`config.mk`:
```
export PLATFORM = sky130hd
export DESIGN_NAME = qrs_peak_detect
export DESIGN_NICKNAME = d
export VERILOG_FILES = /design/src/rtl/qpd_pkg.sv /design/src/rtl/qpd_store.sv /design/src/rtl/qpd_history.sv /design/src/rtl/qpd_ctrl.sv /design/src/rtl/qrs_peak_detect.sv
export SDC_FILE = /design/constraint.sdc
export NUM_CORES = 2
export LEC_CHECK = 0
export BUFFER_PORTS_ARGS = -buffer_cell sky130_fd_sc_hd__buf_2
export CAP_MARGIN = 20
export CORE_MARGIN = 10
export CORE_UTILIZATION = 50
export CTS_BUF_LIST = sky130_fd_sc_hd__clkbuf_2
export DETAILED_ROUTE_END_ITERATION = 6
export GPL_ROUTABILITY_DRIVEN = 0
export PLACE_DENSITY = 0.69
export SYNTH_ARGS = -nofsm -noshare
export SYNTH_HDL_FRONTEND = slang
export SYNTH_SLANG_ARGS = --single-unit
export TNS_END_PERCENT = 100
```
`constraint.sdc`:
```
create_clock -name clk -period 12.6 [get_ports clk]
set_input_delay 1.26 -clock clk [delete_from_list [all_inputs] [get_ports clk]]
set_output_delay 1.26 -clock clk [all_outputs]
set_load 0.03 [all_outputs]
```
`src/rtl/qpd_pkg.sv`:
```
package qpd_pkg;
  typedef enum logic [2:0] {
    ST_TRAIN  = 3'd0,
    ST_ONSET  = 3'd1,
    ST_BASE   = 3'd2,
    ST_PEAK   = 3'd3,
    ST_UPD    = 3'd4,
    ST_OFFSET = 3'd5
  } qpd_state_e;
endpackage

```
`src/rtl/qpd_store.sv`:
```
module qpd_store #(
  parameter int DW     = 8,
  parameter int BUF_AW = 9,
  parameter int EXT_AW = 15,
  parameter int SUM_W  = DW + BUF_AW
) (
  input  logic              clk,
  input  logic              rst_n,
  input  logic              we,
  input  logic [DW-1:0]     din,
  output logic [EXT_AW-1:0] ext_ptr,
  output logic [SUM_W-1:0]  win_sum
);
  localparam int DEPTH = 2 ** BUF_AW;

  logic [DW-1:0]     mem [DEPTH];
  logic [BUF_AW-1:0] bptr_q, bptr_d;
  logic [EXT_AW-1:0] eptr_q, eptr_d;
  logic [SUM_W-1:0]  sum_q, sum_d;
  logic              full_q, full_d;
  logic [DW-1:0]     oldest;

  // the entry about to be overwritten leaves the window
  assign oldest = full_q ? mem[bptr_q] : '0;

  always_comb begin
    bptr_d = bptr_q;
    eptr_d = eptr_q;
    sum_d  = sum_q;
    full_d = full_q;
    if (we) begin
      bptr_d = bptr_q + 1'b1;
      eptr_d = eptr_q + 1'b1;
      sum_d  = sum_q + SUM_W'(din) - SUM_W'(oldest);
      if (bptr_q == '1) full_d = 1'b1;
    end
  end

  always_ff @(posedge clk) begin
    if (we) mem[bptr_q] <= din;
  end

  always_ff @(posedge clk or negedge rst_n) begin
    if (!rst_n) begin
      bptr_q <= '0;
      eptr_q <= '0;
      sum_q  <= '0;
      full_q <= 1'b0;
    end else begin
      bptr_q <= bptr_d;
      eptr_q <= eptr_d;
      sum_q  <= sum_d;
      full_q <= full_d;
    end
  end

  assign ext_ptr = eptr_q;
  assign win_sum = sum_q;
endmodule

```
`src/rtl/qpd_history.sv`:
```
module qpd_history #(
  parameter int DW    = 8,
  parameter int DEPTH = 4
) (
  input  logic                     clk,
  input  logic                     rst_n,
  input  logic                     en,
  input  logic [DW-1:0]            din,
  output logic [DEPTH-1:0][DW-1:0] taps
);
  logic [DEPTH-1:0][DW-1:0] tap_q;

  for (genvar g = 0; g < DEPTH; g++) begin : g_tap
    if (g == 0) begin : g_head
      always_ff @(posedge clk or negedge rst_n) begin
        if (!rst_n)  tap_q[0] <= '0;
        else if (en) tap_q[0] <= din;
      end
    end else begin : g_body
      always_ff @(posedge clk or negedge rst_n) begin
        if (!rst_n)  tap_q[g] <= '0;
        else if (en) tap_q[g] <= tap_q[g-1];
      end
    end
  end

  assign taps = tap_q;
endmodule

```
`src/rtl/qpd_ctrl.sv`:
```
module qpd_ctrl
  import qpd_pkg::*;
#(
  parameter int DW       = 8,
  parameter int BUF_AW   = 9,
  parameter int EXT_AW   = 15,
  parameter int SUM_W    = DW + BUF_AW,
  parameter int HOLD     = 16,
  parameter int PEAK_WIN = 8
) (
  input  logic              clk,
  input  logic              rst_n,
  input  logic              valid,
  input  logic [DW-1:0]     x,
  input  logic [DW-1:0]     h1,
  input  logic [DW-1:0]     h2,
  input  logic [DW-1:0]     h4,
  input  logic [SUM_W-1:0]  win_sum,
  input  logic [EXT_AW-1:0] ext_ptr,
  output logic              pulse,
  output logic [EXT_AW-1:0] paddr,
  output logic              training
);
  localparam int HW = $clog2(HOLD + 1);
  localparam int PW = $clog2(PEAK_WIN);
  localparam logic [BUF_AW-1:0] TRAIN_LAST = BUF_AW'(2 ** BUF_AW - 2);
  localparam logic [PW-1:0]     WIN_LAST   = PW'(PEAK_WIN - 1);

  qpd_state_e        st_q, st_d;
  logic [DW-1:0]     thr_q, thr_d, base_q, base_d, pk_q, pk_d;
  logic [DW-1:0]     mn_q, mn_d, mx_q, mx_d;
  logic [HW-1:0]     hold_q, hold_d;
  logic [PW-1:0]     pcnt_q, pcnt_d;
  logic [BUF_AW-1:0] tcnt_q, tcnt_d;
  logic              pulse_q, pulse_d;
  logic [EXT_AW-1:0] paddr_q, paddr_d;

  function automatic logic [DW-1:0] mid(input logic [DW-1:0] a, input logic [DW-1:0] b);
    logic [DW:0] s;
    s = {1'b0, a} + {1'b0, b};
    return s[DW:1];
  endfunction

  always_comb begin
    st_d = st_q; thr_d = thr_q; base_d = base_q; pk_d = pk_q;
    mn_d = mn_q; mx_d = mx_q; hold_d = hold_q; pcnt_d = pcnt_q;
    tcnt_d = tcnt_q; pulse_d = 1'b0; paddr_d = paddr_q;
    unique case (st_q)
      ST_TRAIN: if (valid) begin
        if (tcnt_q == '0) begin
          mn_d = x;
          mx_d = x;
        end else begin
          if (x < mn_q) mn_d = x;
          if (x > mx_q) mx_d = x;
        end
        tcnt_d = tcnt_q + 1'b1;
        if (tcnt_q == TRAIN_LAST) begin
          thr_d  = mid(mn_d, mx_d);
          hold_d = '0;
          st_d   = ST_ONSET;
        end
      end
      ST_ONSET: if (valid) begin
        if (hold_q != '0)             hold_d = hold_q - 1'b1;
        else if (x > thr_q && h1 > thr_q) st_d = ST_BASE;
        else                          hold_d = HW'(HOLD);
      end
      ST_BASE: begin
        base_d = DW'(win_sum >> (BUF_AW + 1));
        pcnt_d = '0;
        st_d   = ST_PEAK;
      end
      ST_PEAK: if (valid) begin
        if (h2 > h4 && h2 > x) begin
          pulse_d = 1'b1;
          paddr_d = ext_ptr - EXT_AW'(2);
          pk_d    = h2;
          st_d    = ST_UPD;
        end else if (pcnt_q == WIN_LAST) begin
          hold_d = '0;
          st_d   = ST_ONSET;
        end else begin
          pcnt_d = pcnt_q + 1'b1;
        end
      end
      ST_UPD: begin
        thr_d = mid(pk_q, base_q);
        st_d  = ST_OFFSET;
      end
      ST_OFFSET: if (valid && x < thr_q && h1 < thr_q) begin
        hold_d = '0;
        st_d   = ST_ONSET;
      end
      default: st_d = ST_TRAIN;
    endcase
  end

  always_ff @(posedge clk or negedge rst_n) begin
    if (!rst_n) begin
      st_q <= ST_TRAIN; thr_q <= '0; base_q <= '0; pk_q <= '0;
      mn_q <= '0; mx_q <= '0; hold_q <= '0; pcnt_q <= '0;
      tcnt_q <= '0; pulse_q <= 1'b0; paddr_q <= '0;
    end else begin
      st_q <= st_d; thr_q <= thr_d; base_q <= base_d; pk_q <= pk_d;
      mn_q <= mn_d; mx_q <= mx_d; hold_q <= hold_d; pcnt_q <= pcnt_d;
      tcnt_q <= tcnt_d; pulse_q <= pulse_d; paddr_q <= paddr_d;
    end
  end

  assign pulse    = pulse_q;
  assign paddr    = paddr_q;
  assign training = (st_q == ST_TRAIN);
endmodule

```
`src/rtl/qrs_peak_detect.sv`:
```
module qrs_peak_detect #(
  parameter int DW       = 8,
  parameter int BUF_AW   = 9,
  parameter int EXT_AW   = 15,
  parameter int HOLD     = 16,
  parameter int PEAK_WIN = 8
) (
  input  logic              clk,
  input  logic              rst_n,
  input  logic              smp_valid,
  input  logic [DW-1:0]     smp_data,
  output logic              wf_we,
  output logic [EXT_AW-1:0] wf_addr,
  output logic [DW-1:0]     wf_data,
  output logic              peak_pulse,
  output logic [EXT_AW-1:0] peak_addr
);
  localparam int SUM_W = DW + BUF_AW;
  localparam int TAPS  = 4;

  logic [1:0]                rs_q;
  logic                      rst_int_n;
  logic [EXT_AW-1:0]         ext_ptr;
  logic [SUM_W-1:0]          win_sum;
  logic [TAPS-1:0][DW-1:0]   taps;
  logic                      train_active;

  // reset asserts at once, releases on the clock
  always_ff @(posedge clk or negedge rst_n) begin
    if (!rst_n) rs_q <= 2'b00;
    else        rs_q <= {rs_q[0], 1'b1};
  end
  assign rst_int_n = rs_q[1];

  qpd_store #(.DW(DW), .BUF_AW(BUF_AW), .EXT_AW(EXT_AW), .SUM_W(SUM_W)) u_store (
    .clk(clk), .rst_n(rst_int_n), .we(smp_valid), .din(smp_data),
    .ext_ptr(ext_ptr), .win_sum(win_sum)
  );

  qpd_history #(.DW(DW), .DEPTH(TAPS)) u_hist (
    .clk(clk), .rst_n(rst_int_n), .en(smp_valid), .din(smp_data), .taps(taps)
  );

  qpd_ctrl #(.DW(DW), .BUF_AW(BUF_AW), .EXT_AW(EXT_AW), .SUM_W(SUM_W),
             .HOLD(HOLD), .PEAK_WIN(PEAK_WIN)) u_ctrl (
    .clk(clk), .rst_n(rst_int_n), .valid(smp_valid), .x(smp_data),
    .h1(taps[0]), .h2(taps[1]), .h4(taps[3]),
    .win_sum(win_sum), .ext_ptr(ext_ptr),
    .pulse(peak_pulse), .paddr(peak_addr), .training(train_active)
  );

  assign wf_we   = smp_valid;
  assign wf_addr = ext_ptr;
  assign wf_data = smp_data;
endmodule

```
# == After elaboration in Yosys (flattened, before gate mapping) ==
# Memory sizes are Yosys's and may differ from the RTL's.
# Index checks and enable logic that the tools add are counted.
# word_totals
register_bits,151
latchBits,0
mem_bits_rw,4096
rom_bits,0
input_bits,11
elab_cells,117
n_memories,1
# memory_table
name,depth,word_bits,rd,rd_ports_with_merged_regs,write_ports,line,text
u_store.mem,512,8,1,0,1,qpd_store.sv:16,logic [DW-1:0] mem [DEPTH];
# classes
add_sub_neg,10
n_mul,0
n_div,0
order_cmp,8
n_eq_ne,20
n_shift,0
muxes,41
bitwise_logic,0
n_reduce_logical,17
# op_table
operator,count
8-bit two-way mux,11
5-bit two-way mux,9
8-bit greater-than comparator,5
3-bit two-way mux,12
8-bit < comparator,3
5-bit one-hot mux with 4 select lines,1
"9-bit by 1-bit adder with 9-bit output, second input constant",2
"9-bit equality test, second input constant",2
3-bit one-hot mux with 6 select lines,1
17-bit by 8-bit adder with 17-bit output,1
17-bit by 8-bit subtractor with 17-bit output,1
8-bit one-hot mux with 2 select lines,1
"15-bit by 1-bit adder with 15-bit output, second input constant",1
"15-bit by 2-bit subtractor with 15-bit output, second input constant",1
"2-bit != test, second input constant",6
8-bit by 7-bit adder with 9-bit output,1
8-bit by 8-bit adder with 9-bit output,1
"3-bit equality test, second input constant",3
9-bit logical NOT,1
9-bit AND reduction,1
"2-bit by 1-bit != test with 1-bit output, second input constant",4
8-bit AND reduction,1
"3-bit by 2-bit equality test with 1-bit output, second input constant",2
3-bit one-hot mux with 2 select lines,1
other kinds (14),24

# == Depth between registers and ports, before layout ==
# logic_depth
word_depth,9
depth_mapped,26

# == Hierarchy ==
# A second synthesis with hierarchy kept.
# unflattened
cells_unflattened,8437
hier_area_um2,168039.9
# modules_own_cells
module,instances,cells_per_inst,area_each_um2
qpd_store,1,7738,161104.5
qpd_ctrl,1,619,5469.0
qpd_history,1,68,1345.0
qrs_peak_detect,1,12,121.4

# == Worst setup path before layout ==
# OpenSTA, ideal clock, no wires.
# synth_timing
path_type,register to register
start,register u_store.bptr_q[0]
end,"register u_store.sum_q[16], in the netlist u_store.win_sum[16]"
arrival_time_ps,5343
required_ps,12477
slack_ps,7134
path_stages_with_launch,25
synth_period_minus_slack_ps,5466
path_cell_list,dfrtp_1 > buf_6 > buf_6 > buf_6 > buf_2 > buf_2 > mux4_2 > mux2i_1 > o22ai_1 > nor4_1 > o32ai_1 > a2111oi_2 > a21oi_1 > fa_1 > inv_1 > fa_1 > a21o_1 > a21o_1 > a21boi_0 > o221ai_1 > and2_1 > a31oi_1 > xnor2_1 > nand2_1 > xnor2_1
# synth_between
elab_chain_len,3
# synth_rtl
element,line,text
start: declaration,qpd_store.sv:17,"logic [BUF_AW-1:0] bptr_q, bptr_d;"
start signal: assignment,qpd_store.sv:50,bptr_q <= bptr_d;
memory 512 x 8 bit,--,
8-bit two-way mux,qpd_store.sv:24,assign oldest = full_q ? mem[bptr_q] : '0;
17-bit by 8-bit subtractor with 17-bit output,qpd_store.sv:34,sum_d = sum_q + SUM_W'(din) - SUM_W'(oldest);
end signal: assignment,qpd_store.sv:52,sum_q <= sum_d;
end: declaration,qpd_store.sv:19,"logic [SUM_W-1:0] sum_q, sum_d;"
# Every way passes these cells.
# A chain may end at the register's enable or synchronous reset.

# == Final worst setup path ==
# Same ends and word-level chain as after synthesis.

==> qor.yml <==
critical_path:
  crit_slowest_cell: "dfrtp_4"
  path_cells: "buf_4 > buf_4 > mux4_2 > mux4_2 > nand2_1 > a21oi_1 > a211oi_1 > a31oi_1 > a21oi_1 > nor2_1 > o21ai_1 > fa_1 > ha_1 > a21o_1 > a21o_1 > a21boi_0 > o221ai_1 > and2_1 > a31oi_1 > xnor2_1 > nand2_1 > xnor2_1"
  worstSetupEndpointType: "register"
  cp.arrival_ns: 10.17
  required_ns: 14.66
  max_stage_delay_ns: 1.07
  critical_path_buf_inv_count: 2
  critical_path_class: "reg -> reg"
  path_max_fanout: 46
  cpLargestDelayFamily: "compound AO/OA/AOI/OAI gates"
  critPathLaunchType: "register"
detailed_routing:
  routed_via_density: 6.22
  drc_errors: 0
  first_pass_iters: 6
  first_iter_violations: 11316
  antenna_left: 0
  drt_wl_total_um: 429000
  vias: 85354
  wire_per_inst_um: 31.2
logic_synthesis:
  ys_warn_count: 0
  avgSynthCellArea_um2: 21.7
  synthDistinctLibCells: 73
  synth_seq_area_share_pct: 75.8
  synth_fp_nets: 7818
  synth_top_area_cell: "edfxtp_1"
  synth_flop_cell: "edfxtp_1"
  synth_seq_cells: 4247
  synth_area_leaders: "edfxtp_1 (74%), mux4_2 (17%), dfrtp_1 (2.3%)"
  synth_area_um2: 167000
  synthCells: 7706
  synth_top_cell_area_share_pct: 73.5
  synth_edf_count: 4096
  async_reset_ff_share_pct: 3.56
timing:
  fin_worst_skew_ns: 0.181
  tightest_slew_ns: 1.28
  rsz0062_at_grt: "false"
  setup_violations: 0
  fin_tns_setup_ns: 0
  relSlewSlack_pct: 14.7
  final.min_clock_period_ns: 8.11
  drv_slew: 0
  finalHoldViolCount: 0
  max_freq_ghz: 0.123
  min_period_over_period_pct: 64.4
layout:
  layout.nets: 8727
  fillers: 25397
  final_common_cell: "edfxtp_1"
  postLayoutCellArea_um2: 182000
  areaGrowthSynthToFinish_pct: 8.91
  final_cell_mix: "edfxtp_1 (4096), clkbuf_2 (1522), mux4_2 (1232)"
  drive_gt1_share_pct: 33.7
clock_tree:
  htree_levels: 7
  cts_buffer_depth: 5
  numCtsBuffers: 1118
  clock_latency_ns: 2.21
  root_buffer: "clkbuf_2"
  cts_tree: "built"
  cts.sinks: 4247
  cts.repair.resized: 0
  clk_pin_slew_ns: 0.10
pwr:
  p_per_area_nw_per_um2: 199
  leakagePower_nw: 58.8
  total_power_w: 0.0363
  worst_ir_drop_vdd_uv: 210
floorplanning:
  dieArea_um2: 358000
  die_w_um: 598
  die_h_um: 598
  fp-row-count: 212
  start_util_pct: 50.2
  io_pins: 51
  core_um2: 333000
grt:
  grt_antenna_before_repair: 22
  grt_overflow_total: 0
  grt_pass1_wl_um: 618000
  track_usage_pct: 24.0
  grt_max_degree: 207
  grt_pass1_vias: 87486
placement:
  placed_area_um2: 173000
  port_buffers: 50
  dp_hpwl_um: 249000
status:
  status: "finished clean"
worst_hold_path:
  hold_class: "reg -> async"
run:
  drv_cap: 0
## cell type report
| type | instances | area, um^2 | area share, % |
|---|---|---|---|
| clock buffers | 1522 | 7620 | 4.18 |
| diodes | 33 | 82.6 | 0.0453 |
| multi-input cells | 2904 | 38000 | 20.9 |
| flip-flops and latches | 4247 | 127000 | 69.6 |
| clock inverters | 289 | 1490 | 0.818 |
| repair buffers | 248 | 2290 | 1.26 |
| well taps | 4387 | 5490 | 3.01 |
| inverters | 96 | 360 | 0.198 |
## worst reg2reg max path, cell delays in order (launching register included)
cell and delay [ns]:
dfrtp_4 1.07, buf_4 0.57, buf_4 0.81, mux4_2 0.64, mux4_2 0.46, nand2_1 0.09
a21oi_1 0.07, a211oi_1 1.03, a31oi_1 0.27, a21oi_1 0.23, nor2_1 0.06, o21ai_1 0.16
fa_1 0.44, ha_1 0.34, a21o_1 0.20, a21o_1 0.20, a21boi_0 0.41, o221ai_1 0.18
and2_1 0.21, a31oi_1 0.22, xnor2_1 0.14, nand2_1 0.09, xnor2_1 0.17
## path summary, 6_finish.rpt
| path | from | endpoint | slack (ns) | depth (start not counted) |
|---|---|---|---|---|
| max in group asynchronous | rs_q[1]$_DFF_PN0_ | u_store.bptr_q[2]$_DFFE_PN0P_ | 11.18 | 1 |
| max reg2reg | u_store.bptr_q[0]$_DFFE_PN0P_ | u_store.win_sum[16]$_DFFE_PN0P_ | 4.49 | 22 |
| min | rs_q[1]$_DFF_PN0_ | u_ctrl.paddr[6]$_DFFE_PN0P_ | 0.18 | 0 |
| max | u_store.bptr_q[0]$_DFFE_PN0P_ | u_store.win_sum[16]$_DFFE_PN0P_ | 4.49 | 22 |
| min in group clk | smp_data[7] | u_store.mem[204][7]$_DFFE_PP_ | 0.23 | 2 |
| min reg2reg | rs_q[1]$_DFF_PN0_ | u_ctrl.paddr[6]$_DFFE_PN0P_ | 0.18 | 0 |
## sequential cells by signal (all words and copies together) (netlist names), 8 cells and up
signal           flops
u_store.ext_ptr     15
u_ctrl.paddr        15
u_ctrl.mn_q          8
u_ctrl.mx_q          8
u_hist.taps         32
u_store.win_sum     17
u_store.bptr_q       9
u_store.mem       4096
u_ctrl.pk_q          8
u_ctrl.thr_q         8
u_ctrl.tcnt_q        9
## stage by stage
stage	hold WS [ns]	util, %	std cells	worst slack (ns)
detailed placement	0.223	51.8	11850	4.57
global route	0.0178	54.7	13719	4.10
global placement	0.227	51.8	11848	4.39
CTS	0.0274	54.6	13688	4.58
finish	0.181	54.7	13726	4.49
floorplan	0.331	-	7706	7.13
## power breakdown
| group | internal (W) | leakage (nW) | switching (W) | total (W) |
|---|---|---|---|---|
| Sequential | 0.0156 | 38.6 | 0.000259 | 0.0159 |
| Clock | 0.00352 | 7.08 | 0.00540 | 0.00892 |
| Combinational | 0.00503 | 13.1 | 0.00646 | 0.0115 |
| Total | 0.0242 | 58.8 | 0.0121 | 0.0363 |
## metal layers
| metal | wire length (um) | GRT usage (%) |
|---|---|---|
| met1 | 160000 | 31.8 |
| met2 | 207000 | 37.5 |
| met3 | 45400 | 7.22 |
| met4 | 15600 | 10.3 |
| met5 | 55 | 0.278 |
## logic make-up (layout without fill, tap and decap cells)
family / Yosys count / in the layout / synth area share [%]
adder cells (fa/ha/maj): 101 / 101 / 0.801
AO/OA/AOI/OAI: 404 / 404 / 1.61
multiplexers: 1352 / 1352 / 17.4
flip-flops: 4247 / 4247 / 75.8
XOR/XNOR: 59 / 59 / 0.309
AND/OR/NAND/NOR: 987 / 987 / 2.48
buffers and inverters: 555 / 2155 / 1.63
other: 1 / 34 / 0.00224
## cells in the mapped netlist, types with 32 or more instances
master / number
nor3_1: 34
mux2i_1: 76
dfrtp_1: 151
a22oi_1: 45
edfxtp_1: 4096
buf_4: 61
buf_6: 32
mux2_2: 43
inv_1: 96
xnor2_1: 42
buf_2: 85
nor2_1: 584
mux4_2: 1232
clkbuf_1: 223
nand3_1: 68
buf_1: 53
ha_1: 91
nand2_1: 185
a21oi_1: 56
o21ai_0: 109
## repair_timing
item,CTS,global route
hold endpoints to repair,1893,0
setup buffers,0,0
hold buffers,27,0
endpoints found under the setup margin,0,0
No activity file was read; power rests on OpenSTA's default activity.
